File: config.mk
export PLATFORM = sky130hd
export DESIGN_NAME = acia_host_regs
export DESIGN_NICKNAME = d
export VERILOG_FILES = /design/src/rtl/acia_pkg.sv /design/src/rtl/acia_bus_decode.sv /design/src/rtl/acia_ctrl_reg.sv /design/src/rtl/acia_status_core.sv /design/src/rtl/acia_host_regs.sv
export SDC_FILE = /design/constraint.sdc
export NUM_CORES = 1
export LEC_CHECK = 0
export ABC_AREA = 1
export CORE_AREA = 2 2 65 67
export DETAILED_ROUTE_END_ITERATION = 10
export DIE_AREA = 0 0 67 69
export DONT_BUFFER_PORTS = 1
export PLACE_DENSITY = 0.67
export SETUP_SLACK_MARGIN = 0.05
export SLEW_MARGIN = 20
export SYNTH_ARGS = -nofsm -noshare
export SYNTH_HDL_FRONTEND = slang
export SYNTH_SLANG_ARGS = --single-unit
File: constraint.sdc
create_clock -name clk -period 2.3 [get_ports clk]
set_clock_uncertainty 0.1 [all_clocks]
set_input_delay 0 -clock clk [delete_from_list [all_inputs] [get_ports clk]]
set_output_delay 0 -clock clk [all_outputs]
set_load 0.01 [all_outputs]
File: src/rtl/acia_pkg.sv
package acia_pkg;

    localparam int BYTE_W = 8;

    typedef enum logic [1:0] {
        DIV_1      = 2'b00,
        DIV_16     = 2'b01,
        DIV_64     = 2'b10,
        DIV_MRESET = 2'b11
    } div_sel_e;

    typedef enum logic [1:0] {
        TXM_QUIET   = 2'b00,
        TXM_IRQ     = 2'b01,
        TXM_RTS_OFF = 2'b10,
        TXM_BREAK   = 2'b11
    } tx_mode_e;

    // field order follows the bit positions of the control byte (msb first)
    typedef struct packed {
        logic       rx_irq_en;
        tx_mode_e   tx_mode;
        logic [2:0] fmt;
        div_sel_e   div;
    } ctrl_word_t;

    // field order follows the bit positions of the status byte (msb first)
    typedef struct packed {
        logic irq;
        logic par_err;
        logic overrun;
        logic frame_err;
        logic cts;
        logic carrier;
        logic tx_empty;
        logic rx_full;
    } status_word_t;

    typedef struct packed {
        logic wr_ctrl;
        logic rd_stat;
        logic wr_data;
        logic rd_data;
    } bus_op_t;

    function automatic logic is_mreset(input logic [BYTE_W-1:0] b);
        return div_sel_e'(b[1:0]) == DIV_MRESET;
    endfunction

    function automatic logic tx_irq_on(input tx_mode_e m);
        return m == TXM_IRQ;
    endfunction

endpackage

File: src/rtl/acia_bus_decode.sv
module acia_bus_decode
    import acia_pkg::*;
(
    input  logic              clk,
    input  logic              rst,
    input  logic              sel_a,
    input  logic              sel_b,
    input  logic              sel_n,
    input  logic              strobe,
    input  logic              reg_sel,
    input  logic              rd_wr,
    input  logic [BYTE_W-1:0] wdata,
    output logic              active,
    output bus_op_t           op,
    output logic [BYTE_W-1:0] wbyte
);

    logic              cap_v;
    logic              cap_rs;
    logic              cap_rw;
    logic [BYTE_W-1:0] cap_d;
    logic              fire;

    assign active = sel_a & sel_b & ~sel_n & strobe;

    always_ff @(posedge clk) begin
        if (rst) begin
            cap_v  <= 1'b0;
            cap_rs <= 1'b0;
            cap_rw <= 1'b1;
            cap_d  <= '0;
        end else begin
            cap_v <= active;
            if (active) begin
                cap_rs <= reg_sel;
                cap_rw <= rd_wr;
                cap_d  <= wdata;
            end
        end
    end

    // commit in the cycle after the strobe has dropped
    assign fire = cap_v & ~strobe;

    always_comb begin
        op.wr_ctrl = fire & ~cap_rs & ~cap_rw;
        op.rd_stat = fire & ~cap_rs &  cap_rw;
        op.wr_data = fire &  cap_rs & ~cap_rw;
        op.rd_data = fire &  cap_rs &  cap_rw;
    end

    assign wbyte = cap_d;

endmodule

File: src/rtl/acia_ctrl_reg.sv
module acia_ctrl_reg
    import acia_pkg::*;
(
    input  logic              clk,
    input  logic              rst,
    input  logic              wr,
    input  logic [BYTE_W-1:0] wbyte,
    output ctrl_word_t        ctrl,
    output logic              mreset,
    output logic              cold
);

    assign mreset = wr & is_mreset(wbyte);

    always_ff @(posedge clk) begin
        if (rst) begin
            ctrl <= '0;
            cold <= 1'b1;
        end else if (mreset) begin
            cold <= 1'b0;
        end else if (wr) begin
            ctrl <= ctrl_word_t'(wbyte);
        end
    end

endmodule

File: src/rtl/acia_status_core.sv
module acia_status_core
    import acia_pkg::*;
(
    input  logic              clk,
    input  logic              rst,
    input  logic              mreset,
    input  bus_op_t           op,
    input  logic              cold,
    input  logic              rx_ie,
    input  logic              tx_ie,
    input  logic              cts_n,
    input  logic              dcd_n,
    input  logic              rx_valid,
    input  logic [BYTE_W-1:0] rx_char,
    input  logic              rx_frame_err,
    input  logic              rx_par_err,
    input  logic              tx_taken,
    output status_word_t      stat,
    output logic [BYTE_W-1:0] rdr,
    output logic              irq
);

    logic rx_full, overrun, fe, pe, tx_empty;
    logic dcd_lost, stat_seen, dcd_q;
    logic dcd_rise;

    assign dcd_rise = dcd_n & ~dcd_q;

    always_ff @(posedge clk) begin
        if (rst || mreset) begin
            rx_full   <= 1'b0;
            overrun   <= 1'b0;
            fe        <= 1'b0;
            pe        <= 1'b0;
            tx_empty  <= 1'b1;
            dcd_lost  <= 1'b0;
            stat_seen <= 1'b0;
            if (rst) rdr <= '0;
        end else begin
            if (op.rd_data) begin
                rx_full <= 1'b0;
                overrun <= 1'b0;
                fe      <= 1'b0;
                pe      <= 1'b0;
                if (stat_seen) begin
                    dcd_lost  <= 1'b0;
                    stat_seen <= 1'b0;
                end
            end
            if (op.rd_stat && dcd_lost) stat_seen <= 1'b1;
            if (rx_valid) begin
                if (rx_full && !op.rd_data) begin
                    overrun <= 1'b1;
                end else begin
                    rdr     <= rx_char;
                    fe      <= rx_frame_err;
                    pe      <= rx_par_err;
                    rx_full <= 1'b1;
                end
            end
            if (tx_taken)   tx_empty <= 1'b1;
            if (op.wr_data) tx_empty <= 1'b0;
            if (dcd_rise) begin
                dcd_lost  <= 1'b1;
                stat_seen <= 1'b0;
            end
        end
    end

    always_ff @(posedge clk) begin
        dcd_q <= dcd_n;
    end

    assign irq = ~cold & ((rx_ie & (rx_full | overrun | dcd_lost)) |
                          (tx_ie & tx_empty & ~cts_n));

    always_comb begin
        stat.rx_full   = rx_full;
        stat.tx_empty  = tx_empty & ~cts_n;
        stat.carrier   = dcd_lost | dcd_n;
        stat.cts       = cts_n;
        stat.frame_err = fe;
        stat.overrun   = overrun;
        stat.par_err   = pe;
        stat.irq       = irq;
    end

endmodule

File: src/rtl/acia_host_regs.sv
module acia_host_regs
    import acia_pkg::*;
(
    input  logic              clk,
    input  logic              rst,
    input  logic              sel_a,
    input  logic              sel_b,
    input  logic              sel_n,
    input  logic              strobe,
    input  logic              reg_sel,
    input  logic              rd_wr,
    input  logic [BYTE_W-1:0] wdata,
    output logic [BYTE_W-1:0] rdata,
    output logic              irq_n,
    output logic              rts_n,
    input  logic              cts_n,
    input  logic              dcd_n,
    output logic [1:0]        clk_div,
    output logic [2:0]        word_fmt,
    output logic              tx_break,
    output logic              tx_wr,
    output logic [BYTE_W-1:0] tx_byte,
    input  logic              tx_taken,
    input  logic              rx_valid,
    input  logic [BYTE_W-1:0] rx_char,
    input  logic              rx_frame_err,
    input  logic              rx_par_err,
    output logic              rx_read
);

    logic              active;
    bus_op_t           op;
    logic [BYTE_W-1:0] wbyte;
    ctrl_word_t        ctrl;
    logic              mreset;
    logic              cold;
    status_word_t      stat_w;
    logic [BYTE_W-1:0] rdr;
    logic              irq;
    logic [BYTE_W-1:0] tdr;

    acia_bus_decode u_bus (
        .clk     (clk),
        .rst     (rst),
        .sel_a   (sel_a),
        .sel_b   (sel_b),
        .sel_n   (sel_n),
        .strobe  (strobe),
        .reg_sel (reg_sel),
        .rd_wr   (rd_wr),
        .wdata   (wdata),
        .active  (active),
        .op      (op),
        .wbyte   (wbyte)
    );

    acia_ctrl_reg u_ctrl (
        .clk    (clk),
        .rst    (rst),
        .wr     (op.wr_ctrl),
        .wbyte  (wbyte),
        .ctrl   (ctrl),
        .mreset (mreset),
        .cold   (cold)
    );

    acia_status_core u_stat (
        .clk          (clk),
        .rst          (rst),
        .mreset       (mreset),
        .op           (op),
        .cold         (cold),
        .rx_ie        (ctrl.rx_irq_en),
        .tx_ie        (tx_irq_on(ctrl.tx_mode)),
        .cts_n        (cts_n),
        .dcd_n        (dcd_n),
        .rx_valid     (rx_valid),
        .rx_char      (rx_char),
        .rx_frame_err (rx_frame_err),
        .rx_par_err   (rx_par_err),
        .tx_taken     (tx_taken),
        .stat         (stat_w),
        .rdr          (rdr),
        .irq          (irq)
    );

    always_ff @(posedge clk) begin
        if (rst)             tdr <= '0;
        else if (op.wr_data) tdr <= wbyte;
    end

    assign rdata    = (active & rd_wr) ? (reg_sel ? rdr : BYTE_W'(stat_w)) : '0;
    assign irq_n    = ~irq;
    assign rts_n    = cold | (ctrl.tx_mode == TXM_RTS_OFF);
    assign tx_break = (ctrl.tx_mode == TXM_BREAK);
    assign clk_div  = ctrl.div;
    assign word_fmt = ctrl.fmt;
    assign tx_wr    = op.wr_data;
    assign tx_byte  = tdr;
    assign rx_read  = op.rd_data;

endmodule

==> Yosys cells after proc, flatten, opt, wreduce, memory -nomap -nowiden <==
Cells that the tools add are included.
{ "op_classes": {"shifts": 0, "magnitude_cmp": 0, "n_eq_ne": 6, "n_mul": 0, "reduce_logical": 13, "mux": 25, "div_mod_pow": 0, "n_addsub": 0, "n_bitwise": 32} }
{ "op_table": {"columns": ["operator", "n"], "rows": [
  ["2-to-1 mux 8 bit", 6],
  ["2-to-1 mux 1 bit", 19],
  ["bitwise AND 1 bit", 18],
  ["nonzero test 2 bit", 5],
  ["inverter 1 bit", 9],
  ["equality test 2 bit, second input constant", 3],
  ["bitwise OR 1 bit", 5],
  ["AND reduction 2 bit", 2],
  ["AND reduction 3 bit", 1],
  ["equality test 2 x 1 -> 1 bit, second input constant", 1],
  ["logical AND 1 bit", 2],
  ["!= test 2 x 1 -> 1 bit, second input constant", 1],
  ["!= test 2 bit, second input constant", 1],
  ["OR reduction 2 bit", 1],
  ["zero test 1 bit", 1],
  ["logical OR 1 bit", 1]
]} }
{ "word_totals": {"ram_bits": 0, "wordCells": 95, "romBits": 0, "inputBits": 30, "regBits": 44, "memories": 0, "output_inout_bits": 26, "latch_bits": 0} }

==> Longest topological paths before layout <==
{ "logic_depth": {"word_depth": 9, "mapped_depth": 7, "mapped_depth_nobuf": 7} }

==> By module <==
From an unflattened synthesis, not the netlist that was laid out.
{ "unflattened": {"hier_cells": 292, "area_unflattened_um2": 2114.5} }
{ "by_module_without_submodules": {"columns": ["mod", "seq_area_each_um2", "area_each_um2", "cells_each", "n_inst"], "rows": [
  ["acia_status_core", 400.4, 713.2, 78, 1],
  ["acia_bus_decode", 220.2, 530.5, 77, 1],
  ["acia_host_regs", 160.2, 479.2, 84, 1],
  ["acia_ctrl_reg", 180.2, 391.6, 53, 1]
]} }

==> Worst setup path after synthesis <==
OpenSTA, ideal clock, no wires.
{ "synth_path": {"path_type": "register to register", "from": "register u_bus.cap_rs", "to": "register u_stat.rdr[0], enable pin", "path_slack_ps": 852, "t_required_ps": 1871, "stages_incl_launch_ff": 5, "n_path_buf": 0, "period_less_slack_ps": 1448, "arrival_ps": 1019, "setup_ps": 329, "path_cell_list": "dfxtp_1 > nand4_2 > nand2_1 > nand3_1 > nand2_1"} }
{ "synth_between": {"elab_chain_cells": 7, "elab_cells_between_ends": 13, "cone_classes": "2 x eq/ne; 6 x bitwise; 5 x reduce/logical"} }
{ "synth_lines": {"columns": ["element", "line", "rtl"], "rows": [
  ["start, declared", "acia_bus_decode.sv:19", "logic cap_rs;"],
  ["start signal, assigned", "acia_bus_decode.sv:35", "cap_rs <= reg_sel;"],
  ["inverter 1 bit", "acia_bus_decode.sv:46", "op.wr_ctrl = fire & ~cap_rs & ~cap_rw;"],
  ["bitwise AND 1 bit (2 in series)", "acia_bus_decode.sv:46", null],
  ["bitwise AND 1 bit", "acia_ctrl_reg.sv:13", "assign mreset = wr & is_mreset(wbyte);"],
  ["logical OR 1 bit", "acia_status_core.sv:30", "if (rst || mreset) begin"],
  ["!= test 2 x 1 -> 1 bit (no source line) (tied with other cells)", null, null],
  ["AND reduction 3 bit (no source line) (*)", null, null],
  ["end signal, assigned", "acia_status_core.sv:55", "rdr <= rx_char;"],
  ["end, declared", "acia_status_core.sv:19", "output logic [BYTE_W-1:0] rdr,"]
]} }
Mark *: on every way between the ends. The rest lies on a longest branch, timed or not.
A chain may end at the register's enable or synchronous reset.

==> Worst setup path after layout <==
{ "layout_path": {"from": "register u_bus.cap_rs", "to": "register u_stat.overrun"} }
{ "layout_between": {"elab_chain_cells": 6, "elab_cells_between_ends": 12, "cone_classes": "3 x mux; 6 x bitwise; 3 x reduce/logical"} }
{ "layout_lines": {"columns": ["element", "line", "rtl"], "rows": [
  ["bitwise AND 1 bit (2 in series)", "acia_bus_decode.sv:49", "op.rd_data = fire & cap_rs & cap_rw;"],
  ["zero test 1 bit", "acia_status_core.sv:52", "if (rx_full && !op.rd_data) begin"],
  ["logical AND 1 bit", "acia_status_core.sv:52", null],
  ["2-to-1 mux 1 bit", "acia_status_core.sv:52", null],
  ["2-to-1 mux 1 bit", "acia_status_core.sv:51", "if (rx_valid) begin"],
  ["end signal, assigned", "acia_status_core.sv:32", "overrun <= 1'b0;"],
  ["end signal, assigned", "acia_status_core.sv:42", "overrun <= 1'b0;"],
  ["end signal, assigned", "acia_status_core.sv:53", "overrun <= 1'b1;"],
  ["end, declared", "acia_status_core.sv:23", "logic rx_full, overrun, fe, pe, tx_empty;"]
]} }
Several ways; a longest one is shown, not always the timed one.

==> reports/qor.yml <==
status:
  status: "finished, violations left"
  violations: "hold timing"
synth:
  netlist_instances: 258
  synth_warnings: 0
  synth_area_um2: 1910
  syn_nets: 288
  ys_async_sr_fraction: 0
  seq_area_frac_synth: 0.503
  synthFlopType: "dfxtp_1"
  syn_area_per_cell_um2: 7.40
  yosysMostFrequentCell: "nor2_1"
  synth_commonest_cells: "66 x nor2_1, 49 x nand2_1, 36 x dfxtp_1"
  netlist.area_leader.share: 0.377
  synth.area.top_cells: "dfxtp_1 38%, nor2_1 13%, edfxtp_1 13%"
  synth_cell_type_count: 18
  synth_top_area_cell: "dfxtp_1"
  synth-seq-cells: 44
  synth_edf_count: 8
layout:
  drive_gt1_frac: 0.0640
  nets: 326
  final_cell_area_um2: 2430
  syn_to_final_growth_pct: 27.3
  fillCellCount: 350
  antenna_cells: 0
routing:
  drc_errors: 0
  drt_pass1_iterations: 4
  finalWirelength_um: 4430
  wl_per_cell_um: 12.8
  vias: 1677
  drtIter0Drc: 81
  final_antenna_net_count: 0
  viasPerCell: 4.83
sta:
  timing.hold.ws_ns: -0.00455
  final_max_slew_viol_count: 0
  tns_ns: 0
  report.final.hold_viol_count: 1
  min_period_ns: 1.97
  setup_viol: 0
  fmax_mhz: 508
  grt_setup_unrepaired: "false"
  max_slew.worst_pin.slew_ns: 0.391
  slew_headroom: 0.736
  post-route-period-util: 0.855
floorplan:
  dieArea_um2: 4620
  start_util: 0.488
  die_w_um: 67
  die_h_um: 69
  row_count: 23
  coreArea_um2: 3910
  ios: 56
hold_path:
  min_path_type: "input port to flop"
  min_path_cells: 3
  hold_start: "sel_n"
  hold_end: "u_bus.cap_rw$_SDFFE_PP1N_"
pwr:
  power_density_nw_per_um2: 633
  peakVddDrop_mv: 0.447
  p_leak_nw: 1.16
clock_tree:
  ctsLongestPathBuffers: 2
  cts_setup_buffers: 0
  cts_tree: "yes"
  cts_root_buffer: "clkbuf_8"
  cts-htree-levels: 2
  clkTransAtPathRegs_ns: 0.08
  clock_latency_ns: 0.29
  cts_sinks: 44
  cts_buffers: 5
global_routing:
  grt_overflow: 0
  grt_pass1_wl_um: 7370
  antenna_found_initial: 0
  grt_max_degree: 25
  grt.total_usage: 0.206
  grt_pass1_vias: 1707
worst_setup_path:
  reg2reg_to: "u_stat.overrun$_SDFF_PP0_"
  cp-start-kind: "flop"
  r2r_slack_ns: 0.33
  arrival_ns: 2.05
  r2r_cells: 5
  crit_path_end_kind: "flop"
  setup.worst_path.class: "flop to flop"
  crit_fanout: 11
  timing.rr.start: "u_bus.cap_rs$_SDFFE_PP0N_"
  cp_data_required_time_ns: 2.38
flow_run:
  cap_violations: 0
place:
  hpwlAfterDp_um: 2730
  gp_congestion: 0.828
  dpl_cell_area_um2: 1910
  port_buffers: 0
repair_timing:
item | 4_1_cts | 5_1_grt
setup endpoints to repair | 0 | 1
hold buffers | 41 | 0
gates resized for setup | 0 | 1
endpoints found under the hold margin | 30 | 0
worst max-delay path by stage:
stage	slack, ns	startpoint	to	cells after the start
final	0.33	u_bus.cap_rs$_SDFFE_PP0N_	u_stat.overrun$_SDFF_PP0_	5
after global routing	0.18	u_bus.cap_v$_SDFF_PP0_	u_stat.overrun$_SDFF_PP0_	6
after CTS	0.23	u_bus.cap_rs$_SDFFE_PP0N_	u_stat.overrun$_SDFF_PP0_	5
after detailed placement	0.66	u_bus.cap_rs$_SDFFE_PP0N_	u_stat.rdr[6]$_SDFFCE_PP0P_	4
after global placement	0.72	u_bus.cap_rs$_SDFFE_PP0N_	u_stat.rdr[7]$_SDFFCE_PP0P_	4
after floorplan	0.85	u_bus.cap_rs$_SDFFE_PP0N_	u_stat.rdr[0]$_SDFFCE_PP0P_	4
area by class of cell:
cell class	count	area [µm²]	share of cell area
Sequential cell	44	961	0.395
Multi-Input combinational cell	166	736	0.303
Timing Repair Buffer	43	425	0.175
Inverter	36	135	0.0556
Clock buffer	5	68.8	0.0283
Tap cell	50	62.6	0.0257
Clock inverter	3	42.5	0.0175
registers in the layout, summed over array words and instances (netlist names):
signal / flops
u_ctrl.ctrl: 8
u_stat.dcd_lost: 1
u_stat.dcd_q: 1
u_bus.cap_v: 1
u_stat.fe: 1
u_stat.tx_empty: 1
u_stat.stat_seen: 1
u_stat.rx_full: 1
u_stat.rdr: 8
u_stat.overrun: 1
u_bus.cap_rs: 1
u_stat.pe: 1
tx_byte: 8
u_ctrl.cold: 1
u_bus.wbyte: 8
u_bus.cap_rw: 1
critical path, stage by stage, from the launching register on:
cell	delay (ns)
dfxtp_1	0.38
nor3_4	0.28
nand3_2	0.21
nand2_2	0.25
a21oi_1	0.07
dlygate4sd3_1	0.56
power breakdown:
group / switching (W) / internal [W]
Clock: 0.000272 / 0.000322
Sequential: 0.0000141 / 0.000810
Combinational: 0.0000612 / 0.0000605
per-stage QoR:
stage / setup WS, ns / total power [W] / hold slack [ns] / utilization / instances
finish: 0.333 / 0.00154 / -0.00455 / 0.621 / 347
global route: 0.185 / 0.00161 / 0.0105 / 0.621 / 347
CTS: 0.234 / 0.00154 / 0.000808 / 0.621 / 347
detailed placement: 0.656 / 0.000916 / -0.0721 / 0.487 / 298
global placement: 0.715 / 0.000915 / -0.0722 / 0.487 / 298
floorplan: 0.852 / 0.000902 / -0.0723 / - / 258
routing by layer:
layer	GRT usage	wire length (µm)	up-vias
met5	0	0	-
met3	0.0653	268	6
met1	0.244	2060	750
li1	-	-	870
met4	0.0839	56	0
met2	0.338	2040	51
kinds of logic after synthesis:
logic type / Yosys count / share of synthesized area
DFF: 44 / 0.503
AOI/OAI and AO/OA: 36 / 0.0970
buffers and inverters: 48 / 0.113
and+or+nand+nor: 130 / 0.287
cells in the final DEF, fill, tap and decap left out, types with 5 or more instances in the layout:
master         instances
nor2_1                66
nand2_1               48
dlygate4sd3_1         41
dfxtp_1               36
inv_1                 33
o21ai_0               22
a21oi_1               12
nand3_1                9
edfxtp_1               8
clkbuf_8               5
Power figures use the tool's default switching activity.
